## config.mk

```make
export PLATFORM = sky130hd
export DESIGN_NAME = bus_width_matcher
export DESIGN_NICKNAME = d
export VERILOG_FILES = /design/src/rtl/bus_width_matcher_pkg.sv /design/src/rtl/bus_width_matcher_ctrl.sv /design/src/rtl/bus_width_matcher_dpath.sv /design/src/rtl/bus_width_matcher.sv
export SDC_FILE = /design/constraint.sdc
export NUM_CORES = 1
export LEC_CHECK = 0
export ABC_AREA = 0
export ABC_CLOCK_PERIOD_IN_PS = 3100
export BUFFER_PORTS_ARGS = -buffer_cell sky130_fd_sc_hd__buf_2
export CORE_ASPECT_RATIO = 0.6
export CORE_MARGIN = 3
export CORE_UTILIZATION = 51
export CTS_BUF_LIST = sky130_fd_sc_hd__clkbuf_16
export DETAILED_ROUTE_END_ITERATION = 12
export GPL_ROUTABILITY_DRIVEN = 0
export PLACE_DENSITY = 0.82
export SETUP_SLACK_MARGIN = 0.3
export SKIP_LAST_GASP = 1
export SLEW_MARGIN = 20
export SYNTH_ARGS = -nofsm -noshare
export SYNTH_HDL_FRONTEND = slang
export SYNTH_HIERARCHICAL = 1
export SYNTH_SLANG_ARGS = --single-unit
```

## constraint.sdc

```tcl
create_clock -name clk -period 3.1 [get_ports clk]
set_input_delay 0.62 -clock clk [delete_from_list [all_inputs] [get_ports clk]]
set_output_delay 0.62 -clock clk [all_outputs]
set_load 0.01 [all_outputs]
```

## src/rtl/bus_width_matcher_pkg.sv

```systemverilog
package bus_width_matcher_pkg;
  localparam int PARTS = 4;
  localparam int SEL_W = $clog2(PARTS);

  typedef enum logic [1:0] {
    MODE_FULL = 2'd0,
    MODE_HALF = 2'd1,
    MODE_BYTE = 2'd2
  } widthMode_t;

  typedef struct packed {
    logic             load;
    logic             show;
    widthMode_t       mode;
    logic [SEL_W-1:0] sel;
  } ctlStrobes_t;

  function automatic widthMode_t decodeMode(input logic narrow, input logic byteSel);
    if (!narrow) return MODE_FULL;
    return byteSel ? MODE_BYTE : MODE_HALF;
  endfunction
endpackage

```

## src/rtl/bus_width_matcher_ctrl.sv

```systemverilog
module bus_width_matcher_ctrl
  import bus_width_matcher_pkg::*;
(
  input  logic        clk,
  input  logic        rstN,
  input  logic        cfgNarrow,
  input  logic        cfgByte,
  input  logic        cfgBigEnd,
  input  logic        inValid,
  input  logic        outRdEn,
  output logic        inReady,
  output logic        outValid,
  output ctlStrobes_t ctl
);
  widthMode_t       modeQ;
  logic             bigEndQ;
  logic             holdValid;
  logic [SEL_W-1:0] partCnt;
  logic [SEL_W-1:0] lastIdx;
  logic             load;
  logic             advance;

  always_comb begin
    unique case (modeQ)
      MODE_HALF: lastIdx = SEL_W'(1);
      MODE_BYTE: lastIdx = SEL_W'(PARTS - 1);
      default:   lastIdx = '0;
    endcase
  end

  assign load    = inValid && !holdValid;
  assign advance = holdValid && outRdEn;

  always_ff @(posedge clk) begin
    if (!rstN) begin
      modeQ     <= decodeMode(cfgNarrow, cfgByte);
      bigEndQ   <= cfgBigEnd;
      holdValid <= 1'b0;
      partCnt   <= '0;
    end else if (load) begin
      holdValid <= 1'b1;
      partCnt   <= '0;
    end else if (advance) begin
      if (partCnt == lastIdx) begin
        holdValid <= 1'b0;
        partCnt   <= '0;
      end else begin
        partCnt <= partCnt + 1'b1;
      end
    end
  end

  assign inReady  = !holdValid;
  assign outValid = holdValid;

  always_comb begin
    ctl.load = load;
    ctl.show = holdValid;
    ctl.mode = modeQ;
    ctl.sel  = bigEndQ ? SEL_W'(lastIdx - partCnt) : partCnt;
  end
endmodule

```

## src/rtl/bus_width_matcher_dpath.sv

```systemverilog
module bus_width_matcher_dpath
  import bus_width_matcher_pkg::*;
#(
  parameter int PART_W = 9,
  localparam int WORD_W = PARTS * PART_W,
  localparam int HALF_W = 2 * PART_W
) (
  input  logic              clk,
  input  logic              rstN,
  input  ctlStrobes_t       ctl,
  input  logic [WORD_W-1:0] inData,
  output logic [WORD_W-1:0] outData
);
  logic [WORD_W-1:0] holdWord;
  logic [PART_W-1:0] byteSlice [PARTS];
  logic [HALF_W-1:0] halfSlice [PARTS/2];

  always_ff @(posedge clk) begin
    if (!rstN)         holdWord <= '0;
    else if (ctl.load) holdWord <= inData;
  end

  for (genvar k = 0; k < PARTS; k++) begin : g_byte
    assign byteSlice[k] = holdWord[k*PART_W +: PART_W];
  end
  for (genvar k = 0; k < PARTS/2; k++) begin : g_half
    assign halfSlice[k] = holdWord[k*HALF_W +: HALF_W];
  end

  always_comb begin
    outData = '0;
    if (ctl.show) begin
      unique case (ctl.mode)
        MODE_HALF: outData = WORD_W'(halfSlice[ctl.sel[0]]);
        MODE_BYTE: outData = WORD_W'(byteSlice[ctl.sel]);
        default:   outData = holdWord;
      endcase
    end
  end
endmodule

```

## src/rtl/bus_width_matcher.sv

```systemverilog
module bus_width_matcher
  import bus_width_matcher_pkg::*;
#(
  parameter int PART_W = 9,
  localparam int WORD_W = PARTS * PART_W
) (
  input  logic              clk,
  input  logic              rstN,
  input  logic              cfgNarrow,
  input  logic              cfgByte,
  input  logic              cfgBigEnd,
  input  logic              inValid,
  input  logic [WORD_W-1:0] inData,
  output logic              inReady,
  input  logic              outRdEn,
  output logic              outValid,
  output logic [WORD_W-1:0] outData
);
  ctlStrobes_t ctl;

  bus_width_matcher_ctrl u_ctrl (
    .clk(clk), .rstN(rstN), .cfgNarrow(cfgNarrow), .cfgByte(cfgByte),
    .cfgBigEnd(cfgBigEnd), .inValid(inValid), .outRdEn(outRdEn),
    .inReady(inReady), .outValid(outValid), .ctl(ctl)
  );

  bus_width_matcher_dpath #(.PART_W(PART_W)) u_dpath (
    .clk(clk), .rstN(rstN), .ctl(ctl), .inData(inData), .outData(outData)
  );
endmodule

```

# Word level (Yosys, flattened, before mapping)

Index checks and enable logic that the tools add are counted.

Register bits after elaboration: 42
Bits of input ports: 43
Output and inout port bits: 38

$add $sub $neg: 2
Order comparisons: 2
Equality and inequality tests: 3
Multiplexer cells: 19
Bitwise logic cells: 3
Reductions and logical operators: 7

Operators with widths:

| cell                | number |
|---|---|
| $pmux 36 s2         | 1 |
| $mux 18             | 3 |
| $mux 36             | 1 |
| $bmux 9 s2          | 1 |
| $mux 9              | 2 |
| $mux 2              | 5 |
| $mux 1              | 5 |
| $pmux 2 s2          | 1 |
| $reduce_bool 2->1   | 2 |
| $ge 3x3->1 const B  | 1 |
| $not 2->3           | 1 |
| $add 2x1->2 const B | 1 |
| $eq 2x1->1 const B  | 1 |
| $eq 2x2->1          | 1 |
| $eq 2x2->1 const B  | 1 |
| $ge 2x2->1 const B  | 1 |
| $logic_and 1x1->1   | 2 |
| $not 1->2           | 1 |
| $reduce_and 2->1    | 1 |
| $reduce_or 2->1     | 1 |
| $sub 2x2->2         | 1 |
| $logic_not 1->1     | 1 |
| $not 1->1           | 1 |

# Longest topological paths before layout

Gate-level depths: netlist of the first run.

Depth in word-level cells: 10
Gate-level depth with buffers: 10
Depth with buffers taken out: 9

# Cells and area by module

The synthesis of the first run kept the hierarchy.

By module, submodules not included:

| module                  | instances | cells an instance | area each (um2) | seq. area each (um2) |
|---|---|---|---|---|
| bus_width_matcher_dpath | 1         | 236               | 2135.8          | 720.7 |
| bus_width_matcher_ctrl  | 1         | 33                | 317.8           | 150.1 |

# Least setup slack after synthesis of the first run

OpenSTA, ideal clock, no wires.

Kind: register to output
Start point: reg u_ctrl.modeQ[1]
End point: out outData[0]
Arrival: 2.106 ns
Path slack: 0.374 ns
Cell stages (with the launch flop): 10
Path buffers: 1
Cells stage by stage: edfxtp_1 ha_1 ha_1 xor2_1 nand2_1 xnor2_1 or3b_1 buf_6 o22a_1 a31oi_1

RTL lines:

| item                     | RTL line                     | text |
|---|---|---|
| start: declaration       | bus_width_matcher_ctrl.sv:15 | `widthMode_t modeQ;` |
| start signal: assignment | bus_width_matcher_ctrl.sv:36 | `modeQ <= decodeMode(cfgNarrow, cfgByte);` |
| end: declaration         | bus_width_matcher.sv:17      | `output logic [WORD_W-1:0] outData` |

==> flow_metrics.tcl, run 1 <==
set metrics [dict create \
    status "finished, violations left" \
    violations "setup timing" \
    synth-seq-cells 42 \
    p_comb_share_pct 25.2 \
    maxSlewHeadroom_pct 60.8 \
    cts_root_buf "clkbuf_16" \
    postCtsHoldBufs 0 \
    die_h_um 59.7 \
    cp-start-kind "flop" \
    worstReg2RegStart "u_ctrl/modeQ[0]" \
    cp_data_required_time_ns 2.48 \
    multiInputGateArea_mm2 0.00159 \
    die_w_um 95.5 \
    synth_nets 316 \
    cts_htree_levels 2 \
    detailedRoute.firstPassIterationCount 5 \
    start_util_pct 56.2 \
    grt_first_pass_wirelength_mm 11.8 \
    r2r-end "u_ctrl/partCnt[1]" \
    placed_area_mm2 0.00289 \
    grt-ovfl-total 0 \
    insertion_delay_ns 0.28 \
    drive_gt1_share_pct 38.5 \
    timing.fmax_mhz 310 \
    setup_ws_ns -0.128 \
    irDropWorstVdd_mv 0.250 \
    syn_inst 269 \
    vias 2415 \
    hp-start "cfgBigEnd" \
    ios 81 \
    seq_power_share_pct 41.8 \
    clkPwrFrac_pct 32.9 \
    cts_tree "done" \
    hold_depth 1 \
    ant_nets 0 \
    path_max_fanout 4 \
    layout.nets 402 \
    r2r_slack_ns 1.52 \
    min_period_ns 3.23 \
    grt_use_total_pct 27.7 \
    drv_slew 0 \
    grt_pass1_vias 2275 \
    drtIter0Drc 186 \
    path_clk_slew_ns 0.05 \
    critPathCaptureType "output port" \
    place_hpwl_mm 4.80 \
    wire_per_inst_um 18.7 \
    swShare_pct 29.2 \
    vias_per_cell 5.81 \
    tightest_slew_ns 0.588 \
    p_leak_nw 1.52 \
    dp_cells 396 \
    max_cap_violations 0 \
    tns_ns -0.830 \
    holdPathEnd "u_ctrl/bigEndQ" \
    path_class "flop to output port" \
    syn_avg_cell_area_um2 9.12 \
    ys_seq_area_share_pct 35.5 \
    register_area_um2 871 \
    fin_area_mm2 0.00330 \
    core-area_mm2 0.00437 \
    period_share_pct 104 \
    yosysUniqueCellTypes 29 \
    area_growth_pct 34.5 \
    n_antenna_cell 0 \
    drc 0 \
    cts_made_buffers 5 \
    rows 18 \
    path_cells "ha_4, ha_4, xor2_2, nand2_2, xnor2_4, or3b_4, o22a_1, a31oi_1, buf_2" \
    final_cells 416 \
    critical_path.top_delay_family "simple AND/OR/NAND/NOR gates" \
    p_per_area_mw_per_mm2 453 \
    netlist_area_mm2 0.00245 \
    yosys_warnings 6 \
    p_sw_uw 437 \
    p_int_mw 1.06 \
    crit_buf_inv 1 \
    dieArea_mm2 0.00571 \
    drt_wl_total_mm 7.78 \
    slowest_delay_ns 0.44 \
    cts_buffer_depth 2 \
    reg2reg_depth 6 \
    hold_viol_final 0 \
    crit_top_cell "ha_4" \
    rsz0062_at_grt "true" \
    finalSetupViolCount 9 \
    antenna_found_initial 1 \
    clock-skew-final_ns 0.00385 \
    port_buffers 80 \
    cpMaxStageDelayCell "or3b_4" \
    nFillCells 305 \
    cts_sinks 42 \
    grt_max_degree 40 \
    hold_class "primary input to flop" \
    arrival_ns 2.61 \
]
## state kept, by name (all words and copies together) (netlist names)
register and count:
u_ctrl/bigEndQ 1, u_ctrl/modeQ 2, u_ctrl/outValid 1, u_ctrl/partCnt 2
u_dpath/holdWord 36
## cell families after synthesis
group	after synthesis	synth area share, %
AND/OR/NAND/NOR	86	20.1
multiplexers	54	22.0
AO/OA/AOI/OAI	49	12.0
flip-flops	42	35.5
buffers and inverters	29	6.53
XOR/XNOR	5	1.78
adder cells (fa/ha/maj)	4	2.04
## what timing repair did
item | 4_1_cts | 5_1_grt
cloned | 3 | 0
endpoints found under the setup margin | 18 | 18
gates resized for setup | 32 | 8
buffers inserted | 8 | 1
pin swaps | 14 | 10
## synth_stat cells
cell type / n / area share (%)
a21oi_1: 11 / 2.2
a31oi_1: 9 / 2.3
and2_1: 1 / 0.26
and3_1: 18 / 4.6
and3b_1: 1 / 0.36
buf_2: 3 / 0.61
buf_4: 4 / 1.2
buf_6: 4 / 1.8
clkbuf_1: 9 / 1.4
clkbuf_2: 2 / 0.41
clkinv_1: 1 / 0.15
dfxtp_1: 39 / 32
edfxtp_1: 3 / 3.7
ha_1: 4 / 2.0
inv_1: 6 / 0.92
mux2i_1: 54 / 22
nand2_1: 20 / 3.1
nand3_1: 2 / 0.41
nand3b_2: 1 / 0.46
nor2_1: 4 / 0.61
nor2b_1: 37 / 9.4
nor2b_4: 1 / 0.56
o21ai_0: 19 / 3.9
o221ai_1: 1 / 0.36
o22a_1: 8 / 2.9
o22a_2: 1 / 0.41
or3b_1: 1 / 0.36
xnor2_1: 1 / 0.36
xor2_1: 4 / 1.4
## how the worst max path moves through the flow
stage / from / slack, ns / depth (start not counted) / end
after floorplan: u_ctrl/modeQ[1] / 0.37 / 9 / outData[0]
after global placement: u_ctrl/modeQ[0] / 0.14 / 10 / outData[8]
after detailed placement: u_ctrl/modeQ[0] / 0.1 / 10 / outData[8]
after CTS: u_ctrl/modeQ[1] / -0.07 / 9 / outData[6]
after global routing: u_ctrl/modeQ[1] / -0.25 / 9 / outData[7]
final: u_ctrl/modeQ[1] / -0.13 / 9 / outData[7]
## power by group through the flow
| stage | registers (mW) | clock network (mW) | logic (mW) |
|---|---|---|---|
| 2_1_floorplan | 0.616 | 0 | 0.211 |
| 5_1_grt | 0.628 | 0.527 | 0.401 |
| 4_1_cts | 0.621 | 0.495 | 0.352 |
| 6_report | 0.625 | 0.492 | 0.377 |
| 3_3_place_gp | 0.628 | 0 | 0.288 |
| 3_5_place_dp | 0.630 | 0 | 0.294 |
## stage by stage
step	hold WS, ns	setup WS [ns]	utilization [%]	power [mW]
3_5_place_dp	0.528	0.0991	66.1	0.924
3_3_place_gp	0.517	0.135	66.1	0.917
4_1_cts	0.516	-0.0732	74.2	1.47
6_report	0.517	-0.128	75.5	1.49
2_1_floorplan	0.498	0.374	-	0.826
5_1_grt	0.517	-0.245	75.5	1.56
## worst register-to-register path: cells and delay by family, from the launching register on
kind                       cells  cell delay, ns
AOI/OAI and AO/OA              1            0.24
adders and majority gates      2            0.50
buffers and inverters          1            0.09
DFF                            1            0.41
and+or+nand+nor                2            0.22
## layout make-up
cell class | instances | share of cell area (%)
Multi-Input combinational cell | 199 | 48.1
Sequential cell | 42 | 26.4
Timing Repair Buffer | 100 | 18.3
Clock buffer | 5 | 3.79
Tap cell | 60 | 2.27
Inverter | 7 | 0.796
Clock inverter | 3 | 0.341
## metal layers
layer  vias to the layer above  share of wire, %  GRT usage [%]
met1                      1134                44           39.0
met5                         -             0.090              0
met3                         7                12           8.68
met2                       154                43           40.3
li1                       1118                 -              -
met4                         2              0.73           9.31
## cell usage in the layout, fill, tap and decap left out, drive strengths merged, types with 6 or more instances in the layout
cell and n:
inv 6, o22a 9, a21oi 11, dfxtp 39
and3 18, nand2 20, a31oi 9, nor2b 38
mux2i 54, o21ai 19, buf 99
Note: power is estimated with default switching activity, not from simulation.
==> inputs of run 2 (changes only) <==
--- a/config.mk
+++ b/config.mk
@@ -7,14 +7,14 @@
 export LEC_CHECK = 0
 export ABC_AREA = 0
 export ABC_CLOCK_PERIOD_IN_PS = 3100
-export BUFFER_PORTS_ARGS = -buffer_cell sky130_fd_sc_hd__buf_2
+export BUFFER_PORTS_ARGS = -buffer_cell sky130_fd_sc_hd__buf_4
 export CORE_ASPECT_RATIO = 0.6
 export CORE_MARGIN = 3
 export CORE_UTILIZATION = 51
 export CTS_BUF_LIST = sky130_fd_sc_hd__clkbuf_16
 export DETAILED_ROUTE_END_ITERATION = 12
 export GPL_ROUTABILITY_DRIVEN = 0
-export PLACE_DENSITY = 0.82
+export PLACE_DENSITY = 0.85
 export SETUP_SLACK_MARGIN = 0.3
 export SKIP_LAST_GASP = 1
 export SLEW_MARGIN = 20
==> run 2 against run 1 <==
  * Final cell count is 0.48% lower
  * Clock-buffer cell count is the same
  * Critical path type unchanged
  * Maximum frequency is 0.42% lower
  * Sequential cell count unchanged
  * Clock power grew 20%
  * Worst hold slack improved by 0.0038 ns
  * Global-route usage is 0.62 points higher
  * Total power is 6.8% higher
  * Die area unchanged
  * Via count is 0.46% higher
  * The flow still finishes with violations (setup timing)
  * Routed wire length grew 0.87%
==> flow_metrics.tcl, run 2 (synthesis gave the netlist of run 1 again) <==
set metrics [dict create \
    status "finished, violations left" \
    violations "setup timing" \
    vias_per_cell 5.86 \
    multiInputGateArea_mm2 0.00155 \
    path_class "flop to output port" \
    n_antenna_cell 0 \
    hold_class "primary input to flop" \
    area_growth_pct 40.7 \
    p_int_mw 1.15 \
    rows 18 \
    grt_pass1_vias 2309 \
    grt_use_total_pct 28.4 \
    hold_viol_final 0 \
    p_comb_share_pct 23.9 \
    ant_nets 0 \
    dieArea_mm2 0.00571 \
    drtIter0Drc 187 \
    critPathCaptureType "output port" \
    setup_ws_ns -0.142 \
    ios 81 \
    maxSlewHeadroom_pct 58.9 \
    path_cells "ha_4, ha_4, xor2_1, nand2_1, xnor2_2, or3b_4, o22a_1, a31oi_2, buf_4" \
    min_period_ns 3.24 \
    swShare_pct 27.8 \
    wire_per_inst_um 18.9 \
    cts_sinks 42 \
    arrival_ns 2.62 \
    drv_slew 0 \
    p_sw_uw 444 \
    nFillCells 294 \
    cts_tree "done" \
    place_hpwl_mm 4.96 \
    cts_root_buf "clkbuf_16" \
    regMostFlops "u_dpath/holdWord" \
    irDropWorstVdd_mv 0.301 \
    critical_path.top_delay_family "simple AND/OR/NAND/NOR gates" \
    crit_top_cell "ha_4" \
    tightest_slew_ns 0.613 \
    tns_ns -1.01 \
    reg_top3 "u_dpath/holdWord: 36 flops, u_ctrl/modeQ: 2 flops, u_ctrl/partCnt: 2 flops" \
    path_max_fanout 5 \
    crit_cells 9 \
    cp-start-kind "flop" \
    finalSetupViolCount 9 \
    p_leak_nw 1.56 \
    period_share_pct 105 \
    rsz0062_at_grt "true" \
    core-area_mm2 0.00437 \
    die_h_um 59.7 \
    cp_data_required_time_ns 2.48 \
    grt_first_pass_wirelength_mm 12.2 \
    timing.fmax_mhz 308 \
    reg2reg_depth 6 \
    layout.nets 400 \
    largest_register_ffs 36 \
    final_cell_mix "buf_4, mux2i_1, dfxtp_1" \
    detailedRoute.firstPassIterationCount 5 \
    insertion_delay_ns 0.28 \
    grt-ovfl-total 0 \
    slowest_delay_ns 0.45 \
    antenna_found_initial 0 \
    port_buffers 80 \
    r2r_slack_ns 1.62 \
    clock-skew-final_ns 0.00235 \
    register_area_um2 871 \
    cts_htree_levels 2 \
    vias 2426 \
    crit_buf_inv 1 \
    clkPwrFrac_pct 37.1 \
    drive_gt1_share_pct 35.9 \
    grt_max_degree 40 \
    cpMaxStageDelayCell "or3b_4" \
    cts_made_buffers 5 \
    start_util_pct 56.2 \
    path_clk_slew_ns 0.06 \
    seq_power_share_pct 39.1 \
    hold_depth 1 \
    power_mw 1.60 \
    p_per_area_mw_per_mm2 462 \
    drc 0 \
    die_w_um 95.5 \
    cts_buffer_depth 2 \
    drt_wl_total_mm 7.84 \
    max_cap_violations 0 \
    final_common_cell "buf_4" \
]
[run 2: changes by cell type in the layout (fill, tap and decap cells not counted), sizes merged]
| cell | before | now |
|---|---|---|
| bufbuf | 1 | 0 |
| clkinv | 4 | 3 |
| buf | 99 | 98 |
| bufinv | 0 | 1 |
[run 2: power groups by stage]
| stage | combinational [mW] | clock, mW | sequential [mW] |
|---|---|---|---|
| finish | 0.381 | 0.592 | 0.623 |
| global route | 0.407 | 0.617 | 0.626 |
| CTS | 0.366 | 0.590 | 0.619 |
| detailed placement | 0.317 | 0 | 0.630 |
| global placement | 0.311 | 0 | 0.627 |
| floorplan | 0.211 | 0 | 0.616 |
[run 2: metal layers]
metal / part of all wire (%) / global-route usage (%) / vias to the layer above
li1: - / - / 1116
met1: 44 / 40.3 / 1154
met2: 44 / 45.1 / 143
met3: 11 / 6.42 / 13
met4: 1.1 / 4.66 / 0
met5: 0 / 0 / -
[run 2: layout make-up]
cell class | instances | share of cell area, %
clock buffers | 5 | 3.62
clock inverters | 3 | 1.16
inverters | 7 | 0.761
multi-input cells | 199 | 44.7
flip-flops and latches | 42 | 25.2
well taps | 60 | 2.17
repair buffers | 98 | 22.3
[run 2: through the flow]
step	hold WS [ns]	area, um^2	std cells	utilization [%]	setup WS [ns]
floorplan	0.498	2450	269	-	0.374
global route	0.517	3450	414	79.0	-0.251
finish	0.520	3450	414	79.0	-0.142
detailed placement	0.531	3090	396	70.6	0.0695
CTS	0.516	3440	414	78.8	-0.100
global placement	0.524	3090	396	70.6	0.121
[run 2: worst reg2reg max path, stage by stage, from the launching register on]
cell and delay [ns]:
edfxtp_1 0.40, inv_2 0.10, ha_4 0.21, ha_4 0.29
nand3_1 0.09, o221ai_1 0.20, nor2_1 0.08
[run 2: worst paths after layout]
| kind | start | to |
|---|---|---|
| min | cfgBigEnd | u_ctrl/bigEndQ |
| max | u_ctrl/modeQ[1] | outData[0] |
| max reg2reg | u_ctrl/modeQ[0] | u_ctrl/partCnt[0] |
| min reg2reg | u_dpath/holdWord[6] | u_dpath/holdWord[6] |
[run 2: what timing repair did]
action	CTS	global route
setup buffers	8	0
setup endpoints to repair	18	18
hold buffers	0	0
gates cloned	2	0
gates resized for setup	27	6
pin swaps	11	2
